[src/rtl/banked_reg_window.sv]
module banked_reg_window #(
  parameter int DW = 8
) (
  input  logic          clk,
  input  logic          rst_n,
  input  logic [2:0]    host_addr,
  input  logic [DW-1:0] host_wdata,
  input  logic          host_wr,
  input  logic          host_rd,
  output logic [DW-1:0] host_rdata,
  output logic [3:0]    reg_addr,
  output logic [DW-1:0] reg_wdata,
  output logic          reg_wr,
  output logic          reg_rd,
  input  logic [DW-1:0] reg_rdata
);
  localparam int SB = DW - 1;
  localparam logic [2:0] SEL_OFS = 3'd7;

  logic bank;
  logic hit;
  logic shared;

  assign shared = (host_addr == SEL_OFS);

  always_comb begin
    hit = 1'b1;
    reg_addr = 4'd0;
    if (!bank) begin
      case (host_addr)
        3'd0: reg_addr = 4'd0;
        3'd1: reg_addr = 4'd1;
        3'd2: reg_addr = 4'd2;
        3'd3: reg_addr = 4'd3;
        3'd4: reg_addr = 4'd11;
        3'd5: reg_addr = 4'd5;
        3'd6: reg_addr = 4'd10;
        default: reg_addr = 4'd6;
      endcase
    end else begin
      case (host_addr)
        3'd0: hit = 1'b0;
        3'd1: reg_addr = 4'd8;
        3'd2: reg_addr = 4'd9;
        3'd3: reg_addr = 4'd7;
        3'd4: reg_addr = 4'd4;
        3'd5: reg_addr = 4'd13;
        3'd6: reg_addr = 4'd14;
        default: reg_addr = 4'd15;
      endcase
    end
  end

  assign reg_wr    = host_wr & hit;
  assign reg_rd    = host_rd & hit;
  assign reg_wdata = shared ? {1'b0, host_wdata[SB-1:0]} : host_wdata;

  always_comb begin
    if (!hit)        host_rdata = '0;
    else if (shared) host_rdata = {bank, reg_rdata[SB-1:0]};
    else             host_rdata = reg_rdata;
  end

  always_ff @(posedge clk or negedge rst_n) begin
    if (!rst_n)                bank <= 1'b0;
    else if (host_wr && shared) bank <= host_wdata[SB];
  end

  p_sel_load_r4: assert property (@(posedge clk) disable iff (!rst_n)
    host_wr && shared |=> bank == $past(host_wdata[SB]));

  p_sel_clean_r4: assert property (@(posedge clk) disable iff (!rst_n)
    reg_wr && shared |-> !reg_wdata[SB]);

  p_sel_merge_r5: assert property (@(posedge clk) disable iff (!rst_n)
    host_rd && shared |-> host_rdata[SB] == bank);

  p_hole_read_r6: assert property (@(posedge clk) disable iff (!rst_n)
    host_rd && bank && host_addr == 3'd0 |-> host_rdata == '0);

  p_hole_write_r6: assert property (@(posedge clk) disable iff (!rst_n)
    host_wr && bank && host_addr == 3'd0 |-> !reg_wr);

  p_strobe_gate_r7: assert property (@(posedge clk) disable iff (!rst_n)
    (reg_wr |-> host_wr) and (reg_rd |-> host_rd));
endmodule

[config.mk]
export PLATFORM = sky130hd
export DESIGN_NAME = banked_reg_window
export DESIGN_NICKNAME = d
export VERILOG_FILES = /design/src/rtl/banked_reg_window.sv
export SDC_FILE = /design/constraint.sdc
export NUM_CORES = 1
export LEC_CHECK = 0
export ABC_AREA = 1
export BUFFER_PORTS_ARGS = -buffer_cell sky130_fd_sc_hd__buf_2
export CORE_AREA = 2 2 39 41
export DETAILED_ROUTE_END_ITERATION = 12
export DIE_AREA = 0 0 41 43
export PLACE_DENSITY_LB_ADDON = 0.05
export SLEW_MARGIN = 10
export SYNTH_ARGS = -nofsm -noshare
export SYNTH_HDL_FRONTEND = slang
export SYNTH_SLANG_ARGS = --single-unit
[constraint.sdc]
create_clock -name clk -period 1 [get_ports clk]
set_clock_uncertainty 0.2 [all_clocks]
set_input_delay 0.2 -clock clk [delete_from_list [all_inputs] [get_ports clk]]
set_output_delay 0.2 -clock clk [all_outputs]
set_load 0.01 [all_outputs]
[Yosys cells after proc, flatten, opt, wreduce, memory -nomap -nowiden]
Index checks and enable logic that the tools add are counted.
Word-level totals
  bits in registers: 1
  bits in latches: 0
  memory bits (writable): 0
  ROM bits: 0
  bits of input ports: 23
  output and inout bits: 22
  word-level logic and storage cells: 20
  memories: 0
Cells by class
  add/sub/neg operators: 0
  $mul: 0
  div/mod/pow operators: 0
  $lt $le $gt $ge: 0
  eq/ne operators: 7
  shift-type cells: 0
  mux-type cells: 8
  bitwise logic cells: 2
  reduce and logical (&&, ||, !) cells: 2
Operators by type and width (number)
  4-bit one-hot mux with 7 select lines: 2
  8-bit 2-to-1 mux: 3
  3-bit equality test, second input constant: 4
  3-bit by 2-bit equality test with 1-bit output, second input constant: 2
  4-bit 2-to-1 mux: 1
  3-bit by 1-bit equality test with 1-bit output, second input constant: 1
  3-bit logical NOT: 1
  1-bit AND: 2
  1-bit 2-to-1 mux: 2
  1-bit logical AND: 1

[Logic depth before layout (Yosys ltp)]
Gate-level depths: netlist of the first run.
  word-level depth: 4
  mapped depth: 5
  mapped depth without buffers: 5

[Worst setup path before layout of the first run]
Ideal clock, no wire load.
  path kind: reg-to-output
  start: register bank
  end: output host_rdata[0]
  arrival: 0.849 ns
  required time: 0.600 ns
  slack: -0.249 ns
  cell stages (with the launch flop): 6
  buffers on the path: 0
  cell sequence: dfrtp_1 -> inv_1 -> nor2_2 -> nand2_1 -> inv_2 -> nor2_1
On the way
  cells in the longest elaborated chain, start to end: 2
RTL lines
  start, declared: RTL line 20  | logic bank;
  start signal, assigned: RTL line 66  | else if (host_wr && shared) bank <= host_wdata[SB];
  1-bit 2-to-1 mux: RTL line 29  | if (!bank) begin
  8-bit 2-to-1 mux: RTL line 59  | if (!hit) host_rdata = '0;
  end, declared: RTL line 10  | output logic [DW-1:0] host_rdata,
No other way between the ends.

[Final worst setup path of the first run]
  start: register bank
  end: output host_rdata[7]
On the way
  cells in the longest elaborated chain, start to end: 2
  elaborated cells between the ends (all ways): 3
  those cells by class: 3 x mux
RTL lines (RTL line)
  8-bit 2-to-1 mux or 1-bit 2-to-1 mux (tied branches): 60, 29
  8-bit 2-to-1 mux (*): 59
Mark *: on every way between the ends. The rest lies on a longest branch, timed or not.

==> results.py, run 1 <==
metrics = {
    "run_status": {
        "run_status": "finished with violations",
        "violations": "negative setup slack",
    },
    "global_routing": {
        "first_global_vias": 360,
        "wire_length_of_the_first_global_routing_pass_um": 1410,
        "grt_overflow": 0,
        "grt_max_degree": 7,
        "antenna_found_initial": 0,
        "grtUsageTotal_pct": 10.6,
    },
    "final_layout": {
        "num-nets-final": 119,
        "antenna-diode-count": 0,
        "areaGrowthSynthToFinish_pct": 108,
        "final_cell_mix": "buf_2, inv_1, nand2_1",
        "reg.largest.list": "bank x1",
        "top_register": "bank",
        "stdcell_area_um2": 657,
        "fraction_of_final_layout_cells_sized_beyond_drive_strength_1_pct": 63.8,
        "largest_register_ffs": 1,
        "layout_commonest_cell": "buf_2",
    },
    "sta": {
        "period_needed_ns": 1.30,
        "maxSlewViolCount": 0,
        "whs_ns": 0.200,
        "postLayoutSetupSlackWorst_ns": -0.298,
        "timing.max_slew.rel_slack_pct": 90.7,
        "final-hold-violation-count": 0,
        "grt_setup_unrepaired": "yes",
        "fin_crit_sh_pct": 130,
        "tightestPinTransition_ns": 0.138,
        "clock.fmax_mhz": 770,
        "timing.final.setup_violations": 16,
    },
    "routing": {
        "drc_errors": 0,
        "remaining_antenna_violation_count_after_routing": 0,
        "wire_per_inst_um": 8.50,
        "drt_pre_antenna_iters": 1,
        "detail_route.wirelength_um": 935,
        "detail_route.vias_per_cell": 3.99,
        "vias": 439,
        "drt_first_iter_violations": 0,
    },
    "pwr": {
        "leakagePower_uw": 0.000392,
        "pwr_density_cell_nw_per_um2": 606,
        "ir_worst_vdd_mv": 0.361,
    },
    "synth": {
        "synth_area_um2": 317,
        "syn_area_per_cell_um2": 4.87,
        "synth_nets": 88,
        "postSynthCellCount": 65,
        "yosys_warnings": 0,
        "synth-seq-cells": 1,
        "register_area_share_after_synthesis_pct": 7.91,
        "largest_cells_by_area_after_synthesis": "buf_4, inv_1, nor2_1",
        "synth_top_cell_area_share_pct": 19.0,
        "synth_top_area_cell": "buf_4",
        "yosys.cell_types.count": 13,
    },
    "critical_path": {
        "cp_cell_sequence": "inv_2, nor2_4, nand2_4, nand2_2, nor2_2, buf_2",
        "setup.worst_path.start_class": "register",
        "end_kind": "primary output",
        "crit_path_top_delay_cell": "dfrtp_1",
        "crit_required_ns": 0.60,
        "worstPathMaxFanout": 5,
        "arrival_ns": 0.90,
        "worst_path_largest_cell_delay_ns": 0.36,
        "worst-setup-path-type": "register to primary output",
    },
    "floorplan": {
        "die-area_um2": 1760,
        "die_h_um": 43,
        "floorplan.core_area_um2": 1380,
        "pin_count": 45,
        "floorplan.die.width_um": 41,
        "floorplan.initialDensity_pct": 22.9,
        "placementRows": 14,
    },
    "placement": {
        "gp_routability_congestion": 0.630,
        "io_buffers": 30,
        "dp_hpwl_um": 731,
        "placed_cell_area_um2": 534,
        "placement.setup.worst_slack_ns": -0.332,
    },
    "cts": {
        "clock_insertion_delay_worst_skew_ns": 0,
        "clkTransAtPathRegs_ns": 0,
    },
    "flow_run": {
        "max-cap-violations": 0,
    },
    "min_path": {
        "hold_path_class": "input port to primary output",
    },
}
[metrics by stage]
stage               setup TNS, ns  util, %  std cells  total power [uW]
floorplan                   -2.48        -         65               247
global placement            -4.41     38.6        108               334
detailed placement          -4.38     38.6        108               333
CTS                         -3.77     46.3        110               388
global route                -4.90     47.5        110               438
finish                      -3.90     47.5        110               398
[path summary, 6_finish.rpt]
check                            startpoint          endpoint  slack, ns  depth (start not counted)
setup / recovery           bank$_DFFE_PN0P_     host_rdata[7]      -0.30                          6
hold / removal                host_wdata[4]      reg_wdata[4]       0.20                          0
setup reg to reg           bank$_DFFE_PN0P_  bank$_DFFE_PN0P_       0.07                          3
hold reg to reg            bank$_DFFE_PN0P_  bank$_DFFE_PN0P_       0.39                          3
max in group asynchronous             rst_n  bank$_DFFE_PN0P_       0.20                          2
min in group asynchronous             rst_n  bank$_DFFE_PN0P_       0.31                          2
[layer usage]
metal	part of all wire [%]	GRT usage [%]	up-vias
li1	-	-	241
met1	39	14.3	179
met2	52	18.8	17
met3	8.2	0	2
met4	0.43	0.667	0
met5	0	0	-
[cells by family after synthesis]
group           count (synthesis)  share of synthesized area, %
compound gates                  6                          9.48
buf+inv                        26                          40.3
flops                           1                          7.90
simple gates                   32                          42.3
[power by group]
part / internal, uW / total (uW) / switching, uW
combinational: 169 / 344 / 175
sequential: 48.9 / 53.4 / 4.58
clock: 0 / 0 / 0
[critical path: cells and delay by family, from the launching register on]
family | cells | cell delay, ns
flops | 1 | 0.36
buf+inv | 2 | 0.25
simple gates | 4 | 0.28
[final cells by class]
type                       instances  area [um^2]
fill                             174          727
inverter                          18         75.1
multi-input combinational         38          265
sequential                         1         25.0
tap                               16         20.0
timing repair buffer              36          263
timing repair inverter             1         8.76
[synthesized netlist by cell type]
library cell  instances
o21ai_1               2
nand4_1               1
inv_2                 2
nand3_2               1
o21ai_0               3
nand2_1              13
dfrtp_1               1
nor2_1               14
a21oi_1               1
inv_1                16
nor2_2                1
buf_4                 8
nand3_1               2
[what timing repair did]
item                                    4_1_cts  5_1_grt
pin swaps                                     6        2
endpoints found under the hold margin         1        0
gates cloned                                  1        0
endpoints found under the setup margin       16       16
gates resized for setup                      20        6
setup buffers                                 0        0
hold buffers                                  1        0
Note: power is estimated with default switching activity, not from simulation.
==> run 2, diff against run 1 <==
--- a/constraint.sdc
+++ b/constraint.sdc
@@ -4,2 +4,2 @@
 set_output_delay 0.2 -clock clk [all_outputs]
-set_load 0.01 [all_outputs]
+set_load 0.1 [all_outputs]
==> run 2 against run 1 <==
Effect of this change:
- the run still ends with negative setup slack left
- critical path depth stayed put
- register-to-register slack worse by 0.02 ns
- setup slack worse by 0.13 ns
- die area did not move
- sequential cell count did not move
- design area is 39% higher
- combinational power increased to 2.7 times the previous value
- maximum frequency shrank 9.1%
- worst hold slack about the same
- utilization grew 19 points
- global-route usage increased by 1.7 points
- routed wire length increased by 12%
==> results.py, run 2 (synthesized netlist as in run 1, its figures left out) <==
metrics = {
    "run_status": {
        "run_status": "finished with violations",
        "violations": "negative setup slack",
    },
    "final_layout": {
        "num-nets-final": 120,
        "top_register": "bank",
        "final_cell_mix": "buf_12, inv_1, buf_2",
        "stdcell_area_um2": 915,
        "layout_commonest_cell": "buf_12",
        "antenna-diode-count": 0,
        "fraction_of_final_layout_cells_sized_beyond_drive_strength_1_pct": 68.4,
        "areaGrowthSynthToFinish_pct": 189,
        "largest_register_ffs": 1,
        "reg.largest.list": "bank x1",
        "finalNonFillerCells": 111,
    },
    "placement": {
        "dp_hpwl_um": 880,
        "placed_cell_area_um2": 825,
        "gp_routability_congestion": 0.733,
        "dpl.cell_count": 108,
        "io_buffers": 30,
        "placement.setup.worst_slack_ns": -0.440,
    },
    "critical_path": {
        "end_kind": "primary output",
        "worstReg2RegStart": "bank$_DFFE_PN0P_",
        "setup.worst_path.start_class": "register",
        "rrSetupSlack_ns": 0.05,
        "worst_r2r_path_depth": 3,
        "worstPathMaxFanout": 5,
        "worst-setup-path-type": "register to primary output",
        "cp_cell_sequence": "inv_2, nor2_2, nand2_4, inv_4, nor2_4, buf_12",
        "crit_path_top_delay_cell": "dfrtp_1",
        "crit_required_ns": 0.60,
        "arrival_ns": 1.03,
        "worst_path_largest_cell_delay_ns": 0.34,
        "r2r-end": "bank$_DFFE_PN0P_",
    },
    "cts": {
        "clock_insertion_delay_worst_skew_ns": 0,
        "clkTransAtPathRegs_ns": 0,
    },
    "global_routing": {
        "grt_overflow": 0,
        "grt.met1_usage_pct": 15.3,
        "grt_use_met2_pct": 22.8,
        "grt_max_degree": 8,
        "globalRouteMet3Util_pct": 1.05,
        "grt-busiest-layer": "met2",
        "antenna_found_initial": 0,
        "first_global_vias": 400,
        "wire_length_of_the_first_global_routing_pass_um": 1590,
        "grtUsageTotal_pct": 12.3,
    },
    "pwr": {
        "fin_total_pwr_uw": 994,
        "leakagePower_uw": 0.000469,
        "pwr_density_cell_nw_per_um2": 1090,
        "ir_worst_vdd_mv": 0.732,
    },
    "min_path": {
        "hold_path_class": "input port to primary output",
        "worst_hold_startpoint": "host_wdata[3]",
        "min_to": "reg_wdata[3]",
        "hold_crit_depth": 0,
    },
    "floorplan": {
        "floorplan.die.width_um": 41,
        "placementRows": 14,
        "die-area_um2": 1760,
        "floorplan.initialDensity_pct": 22.9,
        "floorplan.core_area_um2": 1380,
        "pin_count": 45,
        "die_h_um": 43,
    },
    "routing": {
        "detail_route.vias_per_cell": 4.14,
        "wire_per_inst_um": 9.46,
        "drt_pre_antenna_iters": 4,
        "remaining_antenna_violation_count_after_routing": 0,
        "detail_route.wirelength_um": 1050,
        "vias": 460,
        "drc_errors": 0,
        "drt_first_iter_violations": 6,
    },
    "flow_run": {
        "max-cap-violations": 0,
    },
    "sta": {
        "period_needed_ns": 1.43,
        "final-hold-violation-count": 0,
        "postLayoutSetupSlackWorst_ns": -0.428,
        "grt_setup_unrepaired": "yes",
        "timing.final.setup_violations": 16,
        "maxSlewViolCount": 0,
        "timing.max_slew.rel_slack_pct": 84.4,
        "tightestPinTransition_ns": 0.233,
        "clock.fmax_mhz": 700,
        "fin_crit_sh_pct": 143,
    },
}
-- run 2: how the worst max path moves through the flow --
stage / start / end / slack (ns) / cells past startpoint
finish: bank$_DFFE_PN0P_ / host_rdata[1] / -0.43 / 6
floorplan: bank$_DFFE_PN0P_ / reg_addr[1] / -0.60 / 3
detailed placement: bank$_DFFE_PN0P_ / host_rdata[0] / -0.44 / 6
global route: bank$_DFFE_PN0P_ / host_rdata[6] / -0.46 / 6
CTS: bank$_DFFE_PN0P_ / host_rdata[4] / -0.42 / 6
global placement: bank$_DFFE_PN0P_ / host_rdata[0] / -0.41 / 6
-- run 2: report_power, final --
group / total [uW] / switching (uW) / leakage (uW) / internal [uW]
Combinational: 939 / 596 / 0.000457 / 343
Clock: 0 / 0 / 0 / 0
Sequential: 54.6 / 5.69 / 0.0000126 / 48.9
Total: 994 / 602 / 0.000469 / 392
-- run 2: layout make-up --
| cell class | instances | area [um^2] |
|---|---|---|
| timing repair buffer | 37 | 469 |
| fill | 118 | 469 |
| multi-input combinational | 38 | 312 |
| inverter | 18 | 82.6 |
| sequential | 1 | 25.0 |
| tap | 16 | 20.0 |
| timing repair inverter | 1 | 6.26 |
-- run 2: metal layers --
metal | routed length (um) | part of all wire [%]
met5 | 0 | 0
met4 | 0 | 0
met3 | 51 | 4.9
met2 | 604 | 58
met1 | 394 | 38
-- run 2: critical path, delay by kind of cell (launching register included) --
kind	cells	cell delay, ns
and+or+nand+nor	3	0.31
buffers and inverters	3	0.37
DFF	1	0.34
-- run 2: stage by stage --
step                      hold slack (ns)  TNS [ns]  util [%]
after floorplan                    -0.296     -7.91         -
after global placement             -0.222     -5.67      59.6
after detailed placement           -0.221     -6.06      59.6
after CTS                           0.201     -5.86      64.6
after global routing                0.200     -6.35      66.1
final                               0.200     -5.82      66.1
-- run 2: timing repair --
item | CTS | global route
resized for setup | 14 | 6
pin swaps | 5 | 3
hold buffers | 1 | 0
buffers inserted | 1 | 0
endpoints found under the hold margin | 1 | 0
endpoints found under the setup margin | 16 | 16
gates cloned | 1 | 0
==> run 3, diff against run 2 <==
Settings changed: CELL_PAD_IN_SITES_DETAIL_PLACEMENT from default to 0, CELL_PAD_IN_SITES_GLOBAL_PLACEMENT from default to 1, CORE_AREA 2 2 39 41 to default, CORE_MARGIN from default to 2, CORE_UTILIZATION from default to 13, DIE_AREA 0 0 41 43 to default, GPL_TIMING_DRIVEN from default to 0.
==> run 3 against run 2 <==
Effect of this change:
- the run still ends with negative setup slack left
- total power rose by 17%
- routed wire length rose by 1.9%
- maximum frequency fell by 0.47%
- first-iteration DRC count fell by 83%
- worst hold slack improved by 0.055 ns
- setup slack got worse by 0.0067 ns
- global-route usage fell by 5.0 points
- sequential power barely moved
- critical path type unchanged
- largest power group unchanged
==> results.py, run 3 (synthesized netlist as in run 1, its figures left out) <==
metrics = {
    "sta": {
        "fin_crit_sh_pct": 143,
        "grt_setup_unrepaired": "yes",
        "clock.fmax_mhz": 697,
        "final-hold-violation-count": 0,
        "period_needed_ns": 1.43,
        "postLayoutSetupSlackWorst_ns": -0.434,
        "timing.max_slew.rel_slack_pct": 81.5,
        "tightestPinTransition_ns": 0.279,
        "maxSlewViolCount": 0,
        "timing.final.setup_violations": 15,
        "whs_ns": 0.255,
    },
    "global_routing": {
        "grt_overflow": 0,
        "first_global_vias": 421,
        "antenna_found_initial": 0,
        "wire_length_of_the_first_global_routing_pass_um": 1660,
        "grt_max_degree": 9,
        "grtUsageTotal_pct": 7.35,
    },
    "critical_path": {
        "setup.worst_path.start_class": "register",
        "worst_r2r_path_depth": 3,
        "worstPathMaxFanout": 5,
        "arrival_ns": 1.03,
        "worst-setup-path-type": "register to primary output",
        "end_kind": "primary output",
        "crit_required_ns": 0.60,
    },
    "routing": {
        "drt_pre_antenna_iters": 3,
        "detail_route.vias_per_cell": 3.83,
        "drt_first_iter_violations": 1,
        "wire_per_inst_um": 7.75,
        "remaining_antenna_violation_count_after_routing": 0,
        "drc_errors": 0,
        "detail_route.wirelength_um": 1070,
        "vias": 528,
    },
    "floorplan": {
        "floorplan.initialDensity_pct": 14.0,
        "floorplan.die.width_um": 53.3,
        "die-area_um2": 2850,
        "pin_count": 45,
        "die_h_um": 53.3,
        "floorplan.core_area_um2": 2250,
        "placementRows": 17,
    },
    "final_layout": {
        "fillerInstances": 244,
        "reg.largest.list": "bank x1",
        "fraction_of_final_layout_cells_sized_beyond_drive_strength_1_pct": 71.8,
        "stdcell_area_um2": 1050,
        "layout_commonest_cell": "buf_4",
        "num-nets-final": 135,
        "areaGrowthSynthToFinish_pct": 233,
        "top_register": "bank",
        "largest_register_ffs": 1,
        "final_cell_mix": "buf_4, buf_12, inv_1",
        "antenna-diode-count": 0,
    },
    "placement": {
        "io_buffers": 36,
        "dp_hpwl_um": 869,
        "placed_cell_area_um2": 674,
        "gp_routability_congestion": 0.565,
    },
    "run_status": {
        "violations": "negative setup slack",
        "run_status": "finished with violations",
    },
    "flow_run": {
        "max-cap-violations": 0,
    },
    "min_path": {
        "hold_path_class": "input port to register",
        "hold_crit_depth": 3,
    },
    "cts": {
        "clkTransAtPathRegs_ns": 0,
        "clock_insertion_delay_worst_skew_ns": 0,
    },
    "pwr": {
        "ir_worst_vdd_mv": 0.439,
        "pwr_density_cell_nw_per_um2": 1100,
        "leakagePower_uw": 0.000542,
    },
}
## run 3: repair_timing
| item | CTS | global route |
|---|---|---|
| pin swaps | 8 | 5 |
| setup endpoints to repair | 23 | 16 |
| endpoints found under the hold margin | 1 | 0 |
| gates resized for setup | 83 | 4 |
| hold buffers | 1 | 0 |
| setup buffers | 2 | 6 |
| cloned | 1 | 0 |
## run 3: through the flow
step | setup WS (ns) | power [uW] | utilization [%] | std cells | setup TNS [ns]
after floorplan | -0.604 | 784 | - | 65 | -7.91
after global placement | -0.686 | 874 | 29.9 | 129 | -10.10
after detailed placement | -0.684 | 875 | 29.9 | 129 | -10.05
after CTS | -0.454 | 1130 | 44.5 | 133 | -6.04
after global routing | -0.492 | 1210 | 46.8 | 138 | -6.73
final | -0.434 | 1160 | 46.8 | 138 | -5.84
## run 3: final cells by class
class / count / area, um^2 / share of cell area (%)
timing repair inverter: 1 / 8.76 / 0.830
multi-input combinational: 38 / 317 / 30.0
buffer: 8 / 72.6 / 6.88
inverter: 18 / 87.6 / 8.30
tap: 28 / 35.0 / 3.32
timing repair buffer: 44 / 509 / 48.3
sequential: 1 / 25.0 / 2.37
## run 3: worst paths after layout
path | startpoint | end | slack [ns]
min | host_wdata[7] | bank$_DFFE_PN0P_ | 0.25
min reg2reg | bank$_DFFE_PN0P_ | bank$_DFFE_PN0P_ | 0.42
max | bank$_DFFE_PN0P_ | host_rdata[6] | -0.43
max reg2reg | bank$_DFFE_PN0P_ | bank$_DFFE_PN0P_ | 0.05
min in group asynchronous | rst_n | bank$_DFFE_PN0P_ | 0.31
max in group asynchronous | rst_n | bank$_DFFE_PN0P_ | 0.21
## run 3: worst max-delay path: stages, from the launching register on
cell,delay (ns)
dfrtp_1,0.37
inv_2,0.09
nor2_2,0.06
nand2_4,0.13
clkinv_8,0.09
nor2_4,0.11
buf_12,0.18
## run 3: routing by layer
| layer | share of wire [%] | vias up | GRT usage (%) |
|---|---|---|---|
| met4 | 0 | 0 | 0 |
| met3 | 7.0 | 0 | 0 |
| met1 | 38 | 230 | 10.7 |
| li1 | - | 275 | - |
| met5 | 0 | - | 0 |
| met2 | 54 | 23 | 12.8 |
## run 3: power by group
group	total [uW]	switching (uW)	leakage, uW	internal (uW)
registers	54.8	5.92	0.0000126	48.9
clock network	0	0	0	0
logic	1110	717	0.000529	392
total	1160	723	0.000542	441
